[config.mk]
export PLATFORM = sky130hd
export DESIGN_NAME = m2m_copy_engine
export DESIGN_NICKNAME = d
export VERILOG_FILES = /design/src/rtl/m2m_pkg.sv /design/src/rtl/m2m_addr_step.sv /design/src/rtl/m2m_regs.sv /design/src/rtl/m2m_seq.sv /design/src/rtl/m2m_copy_engine.sv
export SDC_FILE = /design/constraint.sdc
export NUM_CORES = 1
export LEC_CHECK = 0
export ABC_AREA = 1
export BUFFER_PORTS_ARGS = -buffer_cell sky130_fd_sc_hd__clkbuf_2
export CAP_MARGIN = 20
export CORE_MARGIN = 1
export CORE_UTILIZATION = 30
export DETAILED_ROUTE_END_ITERATION = 16
export PLACE_DENSITY = 0.54
export SYNTH_ARGS = -nofsm -noshare
export SYNTH_HDL_FRONTEND = slang
export SYNTH_HIERARCHICAL = 1
export SYNTH_SLANG_ARGS = --single-unit
[constraint.sdc]
create_clock -name clk -period 2.6 [get_ports clk]
set_input_delay 0.13 -clock clk [delete_from_list [all_inputs] [get_ports clk]]
set_output_delay 0.13 -clock clk [all_outputs]
set_load 0.01 [all_outputs]
[src/rtl/m2m_pkg.sv]
package m2m_pkg;

    localparam logic [2:0] OFF_SETUP = 3'd0;
    localparam logic [2:0] OFF_CTRL  = 3'd1;
    localparam logic [2:0] OFF_STAT  = 3'd2;
    localparam logic [2:0] OFF_COUNT = 3'd3;
    localparam logic [2:0] OFF_SRC_H = 3'd4;
    localparam logic [2:0] OFF_SRC_L = 3'd5;
    localparam logic [2:0] OFF_DST_H = 3'd6;
    localparam logic [2:0] OFF_DST_L = 3'd7;

    typedef struct packed {
        logic       irq_en;
        logic       src_down;
        logic       dst_down;
        logic [1:0] irq_lvl;
        logic [1:0] bus_lvl;
    } setup_t;

    typedef enum logic [1:0] {
        SQ_IDLE = 2'd0,
        SQ_READ = 2'd1,
        SQ_WRITE = 2'd2
    } seq_state_e;

endpackage

[src/rtl/m2m_addr_step.sv]
module m2m_addr_step #(
    parameter int W = 16
) (
    input  logic [W-1:0] cur,
    input  logic         down,
    output logic [W-1:0] nxt
);
    localparam logic [W-1:0] ONE = W'(1);

    always_comb begin
        if (down) nxt = cur - ONE;
        else      nxt = cur + ONE;
    end
endmodule

[src/rtl/m2m_regs.sv]
module m2m_regs
    import m2m_pkg::*;
#(
    parameter int ADDR_W = 16,
    parameter int CNT_W  = 8
) (
    input  logic              clk,
    input  logic              rst_n,
    input  logic              reg_we,
    input  logic [2:0]        reg_addr,
    input  logic [7:0]        reg_wdata,
    output logic [7:0]        reg_rdata,
    input  logic              busy,
    input  logic              done,
    output setup_t            setup,
    output logic              enable,
    output logic              start,
    output logic              flag,
    output logic [CNT_W-1:0]  count,
    output logic [ADDR_W-1:0] src_base,
    output logic [ADDR_W-1:0] dst_base,
    output logic              irq
);
    localparam int HI_W = ADDR_W - 8;

    typedef struct packed {
        setup_t              setup;
        logic                enable;
        logic                flag;
        logic [CNT_W-1:0]    count;
        logic [ADDR_W-1:0]   src;
        logic [ADDR_W-1:0]   dst;
    } regs_t;

    regs_t r_d, r_q;

    always_comb begin
        r_d   = r_q;
        start = 1'b0;
        if (reg_we) begin
            unique case (reg_addr)
                OFF_SETUP: r_d.setup = setup_t'({reg_wdata[7], reg_wdata[5:0]});
                OFF_CTRL: begin
                    r_d.enable = reg_wdata[7];
                    start      = reg_wdata[7] & reg_wdata[6] & ~busy;
                end
                OFF_STAT:  if (!reg_wdata[0]) r_d.flag = 1'b0;
                OFF_COUNT: r_d.count = reg_wdata[CNT_W-1:0];
                OFF_SRC_H: r_d.src[ADDR_W-1:8] = reg_wdata[HI_W-1:0];
                OFF_SRC_L: r_d.src[7:0] = reg_wdata;
                OFF_DST_H: r_d.dst[ADDR_W-1:8] = reg_wdata[HI_W-1:0];
                OFF_DST_L: r_d.dst[7:0] = reg_wdata;
                default: ;
            endcase
        end
        if (done) r_d.flag = 1'b1;
    end

    always_ff @(posedge clk or negedge rst_n) begin
        if (!rst_n) r_q <= '0;
        else        r_q <= r_d;
    end

    always_comb begin
        reg_rdata = '0;
        unique case (reg_addr)
            OFF_SETUP: reg_rdata = {r_q.setup.irq_en, 1'b0, r_q.setup.src_down,
                                    r_q.setup.dst_down, r_q.setup.irq_lvl, r_q.setup.bus_lvl};
            OFF_CTRL:  reg_rdata = {r_q.enable, 7'd0};
            OFF_STAT:  reg_rdata = {busy, 6'd0, r_q.flag};
            OFF_COUNT: reg_rdata[CNT_W-1:0] = r_q.count;
            OFF_SRC_H: reg_rdata[HI_W-1:0] = r_q.src[ADDR_W-1:8];
            OFF_SRC_L: reg_rdata = r_q.src[7:0];
            OFF_DST_H: reg_rdata[HI_W-1:0] = r_q.dst[ADDR_W-1:8];
            OFF_DST_L: reg_rdata = r_q.dst[7:0];
            default:   reg_rdata = '0;
        endcase
    end

    assign setup    = r_q.setup;
    assign enable   = r_q.enable;
    assign flag     = r_q.flag;
    assign count    = r_q.count;
    assign src_base = r_q.src;
    assign dst_base = r_q.dst;
    assign irq      = r_q.flag & r_q.setup.irq_en;
endmodule

[src/rtl/m2m_seq.sv]
module m2m_seq
    import m2m_pkg::*;
#(
    parameter int ADDR_W = 16,
    parameter int CNT_W  = 8
) (
    input  logic              clk,
    input  logic              rst_n,
    input  logic              start,
    input  logic              enable,
    input  logic              src_down,
    input  logic              dst_down,
    input  logic [ADDR_W-1:0] src_base,
    input  logic [ADDR_W-1:0] dst_base,
    input  logic [CNT_W-1:0]  count,
    output logic              mem_req,
    output logic              mem_we,
    output logic [ADDR_W-1:0] mem_addr,
    output logic [7:0]        mem_wdata,
    input  logic [7:0]        mem_rdata,
    input  logic              mem_gnt,
    output logic              busy,
    output logic              done
);
    localparam logic [CNT_W-1:0] ONE_LEFT = CNT_W'(1);

    typedef struct packed {
        seq_state_e          state;
        logic [ADDR_W-1:0]   src;
        logic [ADDR_W-1:0]   dst;
        logic [CNT_W-1:0]    left;
        logic [7:0]          data;
    } seq_t;

    seq_t s_d, s_q;
    logic [ADDR_W-1:0] src_nxt, dst_nxt;

    m2m_addr_step #(.W(ADDR_W)) u_src_step (.cur(s_q.src), .down(src_down), .nxt(src_nxt));
    m2m_addr_step #(.W(ADDR_W)) u_dst_step (.cur(s_q.dst), .down(dst_down), .nxt(dst_nxt));

    always_comb begin
        s_d       = s_q;
        done      = 1'b0;
        mem_req   = 1'b0;
        mem_we    = 1'b0;
        mem_addr  = s_q.src;
        mem_wdata = s_q.data;
        unique case (s_q.state)
            SQ_IDLE: begin
                if (start) begin
                    s_d.state = SQ_READ;
                    s_d.src   = src_base;
                    s_d.dst   = dst_base;
                    s_d.left  = count;
                end
            end
            SQ_READ: begin
                if (!enable) begin
                    s_d.state = SQ_IDLE;
                end else begin
                    mem_req = 1'b1;
                    if (mem_gnt) begin
                        s_d.data  = mem_rdata;
                        s_d.src   = src_nxt;
                        s_d.state = SQ_WRITE;
                    end
                end
            end
            SQ_WRITE: begin
                mem_req  = 1'b1;
                mem_we   = 1'b1;
                mem_addr = s_q.dst;
                if (mem_gnt) begin
                    s_d.dst = dst_nxt;
                    if (s_q.left == '0) begin
                        done      = 1'b1;
                        s_d.state = SQ_IDLE;
                    end else begin
                        s_d.left  = s_q.left - ONE_LEFT;
                        s_d.state = SQ_READ;
                    end
                end
            end
            default: s_d.state = SQ_IDLE;
        endcase
    end

    always_ff @(posedge clk or negedge rst_n) begin
        if (!rst_n) s_q <= '{state: SQ_IDLE, default: '0};
        else        s_q <= s_d;
    end

    assign busy = (s_q.state != SQ_IDLE);
endmodule

[src/rtl/m2m_copy_engine.sv]
module m2m_copy_engine
    import m2m_pkg::*;
#(
    parameter int ADDR_W = 16,
    parameter int CNT_W  = 8
) (
    input  logic              clk,
    input  logic              rst_n,
    input  logic              reg_we,
    input  logic [2:0]        reg_addr,
    input  logic [7:0]        reg_wdata,
    output logic [7:0]        reg_rdata,
    output logic              mem_req,
    output logic              mem_we,
    output logic [ADDR_W-1:0] mem_addr,
    output logic [7:0]        mem_wdata,
    input  logic [7:0]        mem_rdata,
    input  logic              mem_gnt,
    output logic              irq,
    output logic [1:0]        irq_prio,
    output logic [1:0]        bus_prio
);
    setup_t            setup_w;
    logic              enable_w, start_w, flag_w, busy_w, done_w;
    logic [CNT_W-1:0]  count_w;
    logic [ADDR_W-1:0] src_base_w, dst_base_w;

    m2m_regs #(.ADDR_W(ADDR_W), .CNT_W(CNT_W)) u_regs (
        .clk(clk), .rst_n(rst_n),
        .reg_we(reg_we), .reg_addr(reg_addr), .reg_wdata(reg_wdata), .reg_rdata(reg_rdata),
        .busy(busy_w), .done(done_w),
        .setup(setup_w), .enable(enable_w), .start(start_w), .flag(flag_w),
        .count(count_w), .src_base(src_base_w), .dst_base(dst_base_w), .irq(irq)
    );

    m2m_seq #(.ADDR_W(ADDR_W), .CNT_W(CNT_W)) u_seq (
        .clk(clk), .rst_n(rst_n),
        .start(start_w), .enable(enable_w),
        .src_down(setup_w.src_down), .dst_down(setup_w.dst_down),
        .src_base(src_base_w), .dst_base(dst_base_w), .count(count_w),
        .mem_req(mem_req), .mem_we(mem_we), .mem_addr(mem_addr), .mem_wdata(mem_wdata),
        .mem_rdata(mem_rdata), .mem_gnt(mem_gnt),
        .busy(busy_w), .done(done_w)
    );

    assign irq_prio = setup_w.irq_lvl;
    assign bus_prio = setup_w.bus_lvl;
endmodule

Yosys cells after proc, flatten, opt, wreduce, memory -nomap -nowiden:

Cells that the tools add are included.

* eq/ne operators: 16
* reductions and logical operators: 21
* mux-type cells: 32
* bitwise logic cells: 4
* $add $sub $neg: 5

Operator list (number)
* $mux 16: 4
* $pmux 8 s8: 1
* $mux 8: 6
* $pmux 24 s2: 1
* $mux 42: 1
* $mux 41: 1
* $add 16x1->16 const B: 2
* $pmux 16 s2: 1
* $sub 16x1->16 const B: 2
* $mux 24: 1
* $mux 18: 1
* $reduce_and 2->1: 7
* $eq 3x3->1 const B: 4
* $reduce_and 3->1: 4
* $mux 1: 11
* $ne 2x2->1 const B: 5
* $reduce_bool 2->1: 5
* $logic_not 8->1: 1
* $reduce_and 4->1: 2
* $sub 8x1->8 const B: 1
* $eq 3x2->1 const B: 2
* $pmux 2 s3: 1
* $mux 2: 2
* $and 1x1->1: 3
* 9 further kinds: 9

* register bits: 99
* input port bits: 23
* output and inout bits: 39
* word-level logic and storage cells: 95

Logic depth before layout (Yosys ltp):

Gate-level depths: netlist of the first run.

* depth after elaboration: 7
* depth in mapped cells: 12
* gate-level depth less buffers: 12

By module:

Netlist of the first run, hierarchy kept.

Modules (own cells, without submodules)
* m2m_seq: sequential area each 1251.2 sq um, times used 1, cells an instance 353, area an instance 2841.5 sq um
* m2m_regs: sequential area each 1226.2 sq um, times used 1, cells an instance 283, area an instance 2527.4 sq um
* m2m_addr_step: sequential area each 0.0 sq um, times used 2, cells an instance 176, area an instance 922.1 sq um

Worst setup path after synthesis of the first run:

Ideal clock, no wire load.

* kind: register to register
* start point: register u_regs.r_q (netlist bit u_regs/setup[5])
* end point: register u_seq/s_q[40] (netlist bit)
* data required time: 2.474 ns
* slack: 0.546 ns
* cell stages (with the launch flop): 10
* buffers on the path: 0
* data arrival time: 1.928 ns
* period minus slack after synthesis: 2.054 ns
* setup time: 0.126 ns
* cells stage by stage: dfrtp_1 > ha_1 > or2_1 > and2_4 > nand2_1 > nand2_1 > xor2_1 > mux2_2 > nand2_1 > o21ai_0

* word-level cells in the longest chain between the ends: 4

RTL lines
* from (decl): line m2m_regs.sv:35 `regs_t r_d, r_q;`
* from (signal assigned): line m2m_regs.sv:61 `else r_q <= r_d;`
* $mux 16: line m2m_addr_step.sv:11 `if (down) nxt = cur - ONE;`
* net u_seq.src_nxt[8]: line m2m_seq.sv:36 `logic [ADDR_W-1:0] src_nxt, dst_nxt;`
* $mux 18: line m2m_seq.sv:62 `if (mem_gnt) begin`
* $mux 16: line m2m_seq.sv:58 `if (!enable) begin`
* $pmux 16 s2: line m2m_seq.sv:48 `unique case (s_q.state)`
* to (signal assigned): line m2m_seq.sv:89 `if (!rst_n) s_q <= '{state: SQ_IDLE, default: '0};`
* to (signal assigned): line m2m_seq.sv:90 `else s_q <= s_d;`
* to (decl): line m2m_seq.sv:35 `seq_t s_d, s_q;`

The timed path passes the listed nets, and every way through them passes these cells. The select of a mux whose other input is x is not followed.
A chain may end at the register's enable or synchronous reset.

Final worst setup path of the first run:

* start point: register u_regs.r_q (netlist bit u_regs/setup[4])
* end point: register u_seq/s_q[31] (netlist bit)

* word-level cells in the longest chain between the ends: 3

RTL lines
* $mux 16: line m2m_addr_step.sv:11
* net u_seq.dst_nxt[15]: line m2m_seq.sv:36
* $mux 24: line m2m_seq.sv:73 `if (mem_gnt) begin`
* $pmux 24 s2: line m2m_seq.sv:48

The timed path passes the listed nets, and every way through them passes these cells. The select of a mux whose other input is x is not followed.

==> results of run 1 <==
==> power by group <==
part	leakage (uW)	internal [uW]	switching [uW]
Combinational	0.00283	1870	3020
Clock	0.000156	816	657
Sequential	0.00123	2070	495
==> worst register-to-register path, stage by stage, from the launching register on <==
cell,delay (ps)
dfrtp_1,870
ha_1,430
nand2_1,170
inv_1,50
nand2_1,60
nand2_1,60
a21oi_1,180
nand3_1,100
nand2_1,70
nand2_1,50
a31oi_1,170
==> state kept, by name (all words and copies together), names as in the netlist <==
register / cells
u_regs/flag: 1
u_seq/s_q: 42
u_regs/count: 8
u_regs/setup: 7
u_regs/src_base: 16
u_regs/enable: 1
u_regs/dst_base: 16
u_seq/mem_wdata: 8
==> placed cells by master (no fill, tap or decap), drive strengths merged <==
cell type      n
nand2        356
inv          129
dfrtp         99
o21ai         90
clkbuf        71
nor2          68
nand3         48
ha            33
nand4         27
mux2          24
a21oi         17
a31oi         16
xor2          12
nor3          12
buf           10
dlygate4sd3    9
or2            5
xnor2          4
nand3b         4
and2           3
fa             2
bufinv         1
clkinv         1
clkinvlp       1
o21bai         1
==> metrics by stage <==
stage / cell area, sq um / instances
global placement: 7730 / 1337
CTS: 8140 / 1362
floorplan: 7210 / 988
detailed placement: 7730 / 1337
global route: 8150 / 1362
finish: 8150 / 1362
==> routing by layer <==
| layer | wire length, um | global-route usage | vias up |
|---|---|---|---|
| met5 | 0 | 0 | - |
| met4 | 323 | 0.0411 | 0 |
| met3 | 961 | 0.0317 | 21 |
| met2 | 8920 | 0.269 | 147 |
| met1 | 9840 | 0.241 | 2853 |
| li1 | - | - | 3267 |
==> what timing repair did <==
| item | in CTS | in global routing |
|---|---|---|
| setup endpoints to repair | 0 | 7 |
| hold buffers | 9 | 0 |
| endpoints found under the hold margin | 31 | 0 |
| gates resized for setup | 0 | 1 |
==> cell type report <==
class	instances	share of cell area
Clock inverter	5	0.00845
Tap cell	319	0.0490
Timing Repair Buffer	79	0.0618
Clock buffer	11	0.0310
Sequential cell	99	0.304
Multi-Input combinational cell	722	0.486
Inverter	127	0.0594
==> cells by family (layout without fill, tap and decap cells) <==
family	Yosys count	in the layout
AND/OR/NAND/NOR	523	523
multiplexers	24	24
flip-flops	99	99
buffers and inverters	167	222
XOR/XNOR	16	16
AO/OA/AOI/OAI	124	124
adder cells (fa/ha/maj)	35	35
==> how the worst max path moves through the flow <==
stage,startpoint,endpoint,slack (ps),cells past startpoint
6_report,u_regs/setup[4],u_seq/s_q[31],310,10
4_1_cts,u_regs/setup[5],u_seq/s_q[42],150,11
3_5_place_dp,u_regs/setup[5],u_seq/s_q[46],170,11
3_3_place_gp,u_regs/setup[5],u_seq/s_q[40],240,9
5_1_grt,u_regs/setup[4],u_seq/s_q[30],130,8
2_1_floorplan,u_regs/setup[5],u_seq/s_q[40],550,9
==> metrics, run 1 <==
total power ~8900 uW; Root Driver clkbuf_16; top-count cell post-synth nand2_1; Seq/Total Area, Yosys 0.343; FF-to-FF End u_seq/s_q[31]; Final TNS setup 0 ps; crit-path max FO 18; clk_skew 4.96 ps; slew margin rel. 0.466; CP Capture Type flop; final WL 20.0 mm; Leakage 0.00421 uW; Initial DRC Count roughly 430; Rows 56; register area 2480 sq um; outcome finished clean; Area Overhead vs Synth 12.9%; mux cell area share after synthesis 0.0375; crit-path cells ha_1 -> nand2_1 -> inv_1 -> nand2_1 -> nand2_1 -> a21oi_1 -> nand3_1 -> nand2_1 -> nand2_1 -> a31oi_1; minimum clock period 2290 ps; die area 24700 sq um; dominant cell type by area after synthesis dfrtp_1; compound-cell area share of the yosys netlist 0.104; hold path endpoint u_regs/enable; Syn Nets 1046; antenna-violating nets left 0; layout cells sized above 1 0.185; total gr overflow 0; CP bufs+invs 1; Syn Inst Count 988; n_diodes 0; Final Util 0.346; top cell type's share of synthesized area 0.343; Final Hold Violating Endpoints 0; DR DRC count 0; Max Slew Vio Count 0; Critical Path RT 2880 ps; Mean Syn Cell Area 7.30 sq um; Peak Freq 0.437 GHz; CP Class flop to flop; Clock Tree Buf Depth 2; clk sinks 99; initial core utilization 0.306; Placeable Area 23500 sq um; power density over the cells between 1000 and 1500 nW/um^2; Post-Syn Area 7210 sq um; Placer Congestion around 0.84; simple-gate share of the synthesized area 0.325; worst hold start reg_wdata[7]; CP Launch Type flop; vias per std cell 4.62; I/O Pins a little over 60; fin crit share 0.879; worst min path class input pin to flop; WL/cell 14.7 um; Synth Area in XOR/XNOR 0.0194; # Max-Cap Violations 0; gr usage total 0.171; port bufs 61; Synth Area in Adders 0.0628; reg-to-reg setup timing slack roughly 310 ps; Worst-Margin Slew 801 ps; hold path depth 3; Yosys cell types 40; Synth top cells by count 331 x nand2_1, 116 x inv_1, 99 x dfrtp_1; Worst-path clk slew 70 ps; vias post-DR 6288; CTS tree yes; CP max stage delay 870 ps; largest net degree at the start of global routing 77; setup ws final 314 ps; slowest stage cell, crit path dfrtp_1; Layout fillers 2552; Top delay family on crit path flip-flops; die height 157 um; RSZ-0062 raised after global routing false; Reg2Reg Depth 10; most frequent CP cell nand2_1; CTS Buf Count 9; Setup-failing EPs final 0; area of the multi-input gates 3960 sq um; FF-to-FF Start u_regs/setup[4]; Min Hold Slack 68.6 ps; Nets 1096; Clock Latency Late Sink 360 ps; vias in the first global route 5931; first-pass GRT wire length about 32 mm; FF+latch count, synth 99; detailed placer's ending HPWL 15.1 mm; critical path data arrival time 2560 ps; postcts setup bufs 0; Most used DFF post-synth dfrtp_1; Placement Setup Slack 173 ps; Horiz. Die Dim 157 um; maximum vdd drop 507 uV; Synthesis Warnings 6; main combinational cell family by area after synthesis simple AND/OR/NAND/NOR gates; DRT Pass-1 Iters 5; H-Tree Depth 3; Synth area leaders dfrtp_1 34%, nand2_1 17%, inv_1 6.0%, ha_1 5.7%, mux2_2 3.7%; Synth async-reset ratio 1.00; Post-synth EDFFs 0; initial antenna violation count 0
Power figures use the tool's default switching activity.
==> run 2, diff against run 1 <==
==> constraint.sdc (replaced) <==
create_clock -name clk -period 2.6 [get_ports clk]
set_input_delay 0.39 -clock clk [delete_from_list [all_inputs] [get_ports clk]]
set_output_delay 0.39 -clock clk [all_outputs]
set_load 0.01 [all_outputs]
==> metrics, run 2 (synthesized netlist as in run 1, its figures left out) <==
CP Launch Type flop; clk_skew 12.9 ps (+7.97 ps); Top reg by flops u_seq/s_q; Worst-path clk slew 70 ps (about the same); port bufs 61 (unchanged); Placer Congestion 0.882 (+5.3%); Reg2Reg Depth 10 (unchanged); die area 24700 sq um (unchanged); Placeable Area 23500 sq um (unchanged); Root Driver clkbuf_16; Critical Path RT 2210 ps (-670 ps); Rows 56 (unchanged); DR DRC count 0 (unchanged); switching power 4100 uW (-1.7%); die height 157 um (unchanged); largest net degree at the start of global routing 62 (-19%); Clock Latency Late Sink 360 ps (about the same); Initial DRC Count 471 (+9.3%); Layout fillers 2584 (+1.3%); CP Class flop to primary output; total gr overflow 0 (unchanged); vias per std cell 4.66 (+0.84%); RSZ-0062 raised after global routing false; critical path data arrival time 1930 ps (-630 ps); commonest non-fill, non-tap cells in the layout 331 x nand2_1, 116 x inv_1, 98 x dfrtp_1; Final Hold Violating Endpoints 0 (unchanged); I/O Pins 62 (unchanged); postcts setup bufs 0 (unchanged); minimum clock period 2320 ps (+29.9 ps); Clock Tree Buf Depth 2 (unchanged); combinational share of power 0.556 (+0.009); FF-to-FF End u_seq/s_q[31]; vias in the first global route 5898 (-0.56%); maximum vdd drop 583 uV (+15%); first-pass GRT wire length 31.9 mm (-0.41%); worst min path class input pin to asynchronous set/reset pin; gr usage total 0.170 (-0.00125); Setup-failing EPs final 0 (unchanged); CP Capture Type primary output; crit-path max FO 61 (+43); outcome finished clean; Peak Freq 0.432 GHz (-1.3%); clock power share 0.150 (-0.015); n_diodes 0 (unchanged); Resized cells post-CTS 0 (unchanged); Pint 4640 uW (-2.5%); Nets 1089 (-0.64%); H-Tree Depth 3 (unchanged); CTS tree yes; Worst-Margin Slew 773 ps (-27.4 ps); vias post-DR 6308 (+0.32%); Horiz. Die Dim 157 um (unchanged); CTS Buf Count 9 (unchanged); final WL 19.9 mm (-0.65%); layout cells sized above 1 0.186 (+0.00125); fin crit share 0.891 (+0.0115); max reg flops 42 (unchanged); Sw Ratio 0.469 (+0.00191); hold-fix buffer count after cts 0 (-9); register share of total power 0.294 (+0.006); WL/cell 14.7 um (-0.14%); Area Overhead vs Synth 11.3%; # Max-Cap Violations 0 (unchanged); antenna-violating nets left 0 (unchanged); initial antenna violation count 0 (unchanged); FF-to-FF Start u_regs/setup[4]; Min Hold Slack 6.22 ps (-62.4 ps); Max Slew Vio Count 0 (unchanged); Leakage 0.00416 uW (-1.1%); Final TNS setup 0 ps (unchanged); slew margin rel. 0.484 (+0.0183); detailed placer's ending HPWL 15.1 mm (about the same); clk sinks 99 (unchanged); DRT Pass-1 Iters 5 (unchanged); most common cell after layout, fill and taps aside nand2_1; reg-to-reg setup timing slack 340 ps (+30 ps); initial core utilization 0.306 (unchanged); power density over the cells 1090 nW/um^2 (-0.71%)
## run 2: cell type report
| class | instances | area, sq um | share of cell area |
|---|---|---|---|
| clock inverters | 3 | 21.3 | 0.00265 |
| flip-flops and latches | 99 | 2480 | 0.309 |
| inverters | 127 | 484 | 0.0603 |
| clock buffers | 13 | 260 | 0.0324 |
| multi-input cells | 722 | 3960 | 0.493 |
| well taps | 319 | 399 | 0.0497 |
| repair buffers | 72 | 428 | 0.0533 |
## run 2: worst max path at each step
| stage | startpoint | to | cells past startpoint |
|---|---|---|---|
| detailed placement | u_regs/setup[5] | u_seq/s_q[41] | 11 |
| global placement | u_regs/setup[5] | u_seq/s_q[41] | 11 |
| CTS | u_regs/setup[5] | u_seq/s_q[41] | 11 |
| finish | u_seq/s_q[48] | mem_addr[1] | 5 |
| global route | u_regs/setup[5] | u_seq/s_q[44] | 10 |
| floorplan | u_regs/setup[5] | u_seq/s_q[40] | 9 |
## run 2: metrics by stage
| step | cells | total power (uW) | util | instance area [sq um] | worst slack [ps] |
|---|---|---|---|---|---|
| final | 1355 | 8730 | 0.341 | 8030 | 284 |
| after global routing | 1355 | 9560 | 0.341 | 8030 | 113 |
| after CTS | 1355 | 8810 | 0.341 | 8030 | 148 |
| after detailed placement | 1339 | 7460 | 0.329 | 7750 | 161 |
| after global placement | 1339 | 7440 | 0.329 | 7750 | 209 |
| after floorplan | 988 | 6230 | - | 7210 | 546 |
## run 2: layer usage
layer / wire length [um] / track usage
met1: 9790 / 0.238
met2: 8920 / 0.272
met3: 1030 / 0.0319
met4: 173 / 0.0337
met5: 0 / 0
## run 2: worst max-delay path, stage by stage (launching register included)
cell and delay [ps]:
dfrtp_1 410, inv_1 80, ha_2 220, buf_12 180, o21ai_0 420, clkbuf_2 220
## run 2: power groups by stage
stage               clock [uW]  sequential, uW  combinational [uW]
floorplan                    0            2420                3810
detailed placement           0            2590                4870
global route              1390            2640                5520
finish                    1310            2560                4860
global placement             0            2590                4850
CTS                       1350            2570                4900
==> run 3, diff against run 2 <==
--- a/config.mk
+++ b/config.mk
@@ -11,7 +11,7 @@
 export CORE_MARGIN = 1
 export CORE_UTILIZATION = 30
 export DETAILED_ROUTE_END_ITERATION = 16
-export PLACE_DENSITY = 0.54
+export PLACE_DENSITY_LB_ADDON = 0.08
 export SYNTH_ARGS = -nofsm -noshare
 export SYNTH_HDL_FRONTEND = slang
 export SYNTH_HIERARCHICAL = 1
==> metrics, run 3 (synthesized netlist as in run 1, its figures left out) <==
antenna-violating nets left 0 (unchanged); CP max stage delay 500 ps (+80 ps); Min Hold Slack 257 ps (+251 ps); die area 24700 sq um (unchanged); Clock Tree Buf Depth 2 (unchanged); minimum clock period 2350 ps (+38.7 ps); CP Class flop to primary output; first-pass GRT wire length 33.8 mm (+6.1%); crit-path cells inv_1 -> ha_2 -> buf_12 -> nand2_1 -> o21ai_0 -> clkbuf_2; slowest stage cell, crit path ha_2; Initial DRC Count 335 (-29%); CP Capture Type primary output; I/O Pins 62 (unchanged); Final Util 0.343 (+0.00207); fin crit share 0.906 (+0.0149); Placed Instances 1344 (+0.37%); Rows 56 (unchanged); detailed placer's ending HPWL 16.4 mm (+8.9%); fin area 8080 sq um (+0.61%); Clock Latency Late Sink 360 ps (about the same); Layout fillers 2625 (+1.6%); layout cells sized above 1 0.190 (+0.00391); initial core utilization 0.306 (unchanged); # Max-Cap Violations 0 (unchanged); Nets 1095 (+0.55%); hold path depth 2; CTS tree yes; commonest non-fill, non-tap cells in the layout 331 x nand2_1, 116 x inv_1, 99 x dfrtp_1; power density over the cells 1090 nW/um^2 (+0.26%); Leakage 0.00419 uW (+0.75%); postcts setup bufs 0 (unchanged); DR DRC count 0 (unchanged); max reg flops 42 (unchanged); gr usage total 0.184 (+0.0139); CTS Buf Count 9 (unchanged); maximum vdd drop 435 uV (-25%); DRT Pass-1 Iters 5 (unchanged); clk sinks 99 (unchanged); crit-path max FO 27 (-56%); Area Overhead vs Synth 12.0%; Post-Layout Cell Count 1360 (+0.37%); Final TNS setup 0 ps (unchanged); vias per std cell 4.56 (-1.9%); H-Tree Depth 3 (unchanged); final WL 21.5 mm (+7.8%); Horiz. Die Dim 157 um (unchanged); Max Slew Vio Count 0 (unchanged); vias in the first global route 6049 (+2.6%); slew margin rel. 0.571 (+0.0870); largest net degree at the start of global routing 54 (-13%); CP Launch Type flop; port bufs 61 (unchanged); vias post-DR 6208 (-1.6%); most common cell after layout, fill and taps aside nand2_1; reg-to-reg setup timing slack 430 ps (+90 ps); Worst-path clk slew 80 ps (about the same); WL/cell 15.8 um (+7.4%); Placeable Area 23500 sq um (unchanged); Final Hold Violating Endpoints 0 (unchanged); Critical Path RT 2210 ps (about the same); die height 157 um (unchanged); n_diodes 0 (unchanged); outcome finished clean; initial antenna violation count 0 (unchanged); clk_skew 10.3 ps (-2.60 ps); total gr overflow 0 (unchanged); Top reg by flops u_seq/s_q; worst min path class input pin to flop; Worst-Margin Slew 642 ps (-131 ps); Peak Freq 0.425 GHz (-1.6%); Placer Congestion 0.811 (-8.1%); Setup-failing EPs final 0 (unchanged); critical path data arrival time 1960 ps (+30 ps); Reg2Reg Depth 11 (+1); RSZ-0062 raised after global routing false; Placed Area 7780 sq um (+0.48%); Root Driver clkbuf_16
-- run 3: through the flow --
stage / setup slack (ps) / power, uW
after global placement: 465 / 7560
final: 245 / 8810
after detailed placement: 418 / 7570
after CTS: 176 / 8970
after floorplan: 546 / 6230
after global routing: 27.3 / 9730
-- run 3: final timing paths --
check | start | to
max | u_seq/s_q[48] | mem_addr[8]
min in group asynchronous | rst_n | u_seq/s_q[41]
min reg2reg | u_seq/s_q[14] | u_seq/s_q[14]
max in group asynchronous | rst_n | u_regs/src_base[7]
max reg2reg | u_seq/s_q[48] | u_seq/s_q[24]
min | mem_rdata[3] | u_seq/mem_wdata[3]
-- run 3: repair_timing --
item,4_1_cts,5_1_grt
hold endpoints to repair,6,0
gates resized for setup,0,0
hold buffers,1,0
-- run 3: critical path, delay by kind of cell, from the launching register on --
family / cells / cell delay (ps)
buf+inv: 3 / 520
compound gates: 1 / 110
fa+ha+maj: 1 / 500
simple gates: 1 / 60
flops: 1 / 420
-- run 3: report_power, final --
part | internal, uW | leakage, uW | total (uW) | switching (uW)
clock | 668 | 0.000136 | 1340 | 674
sequential | 2070 | 0.00123 | 2550 | 478
combinational | 1860 | 0.00283 | 4920 | 3060
total | 4600 | 0.00419 | 8810 | 4210
-- run 3: routing by layer --
metal	share of wire	global-route usage	up-vias
met4	0.0063	0.0277	0
li1	-	-	3253
met5	0	0	-
met1	0.49	0.248	2856
met2	0.47	0.313	90
met3	0.025	0.0292	9
-- run 3: final cells by class --
class                   instances  area, sq um  share of cell area
flip-flops and latches         99         2480               0.307
clock buffers                   9          225              0.0279
well taps                     319          399              0.0494
multi-input cells             722         3960               0.490
inverters                     127          484              0.0599
repair buffers                 78          475              0.0589
clock inverters                 6         58.8             0.00728
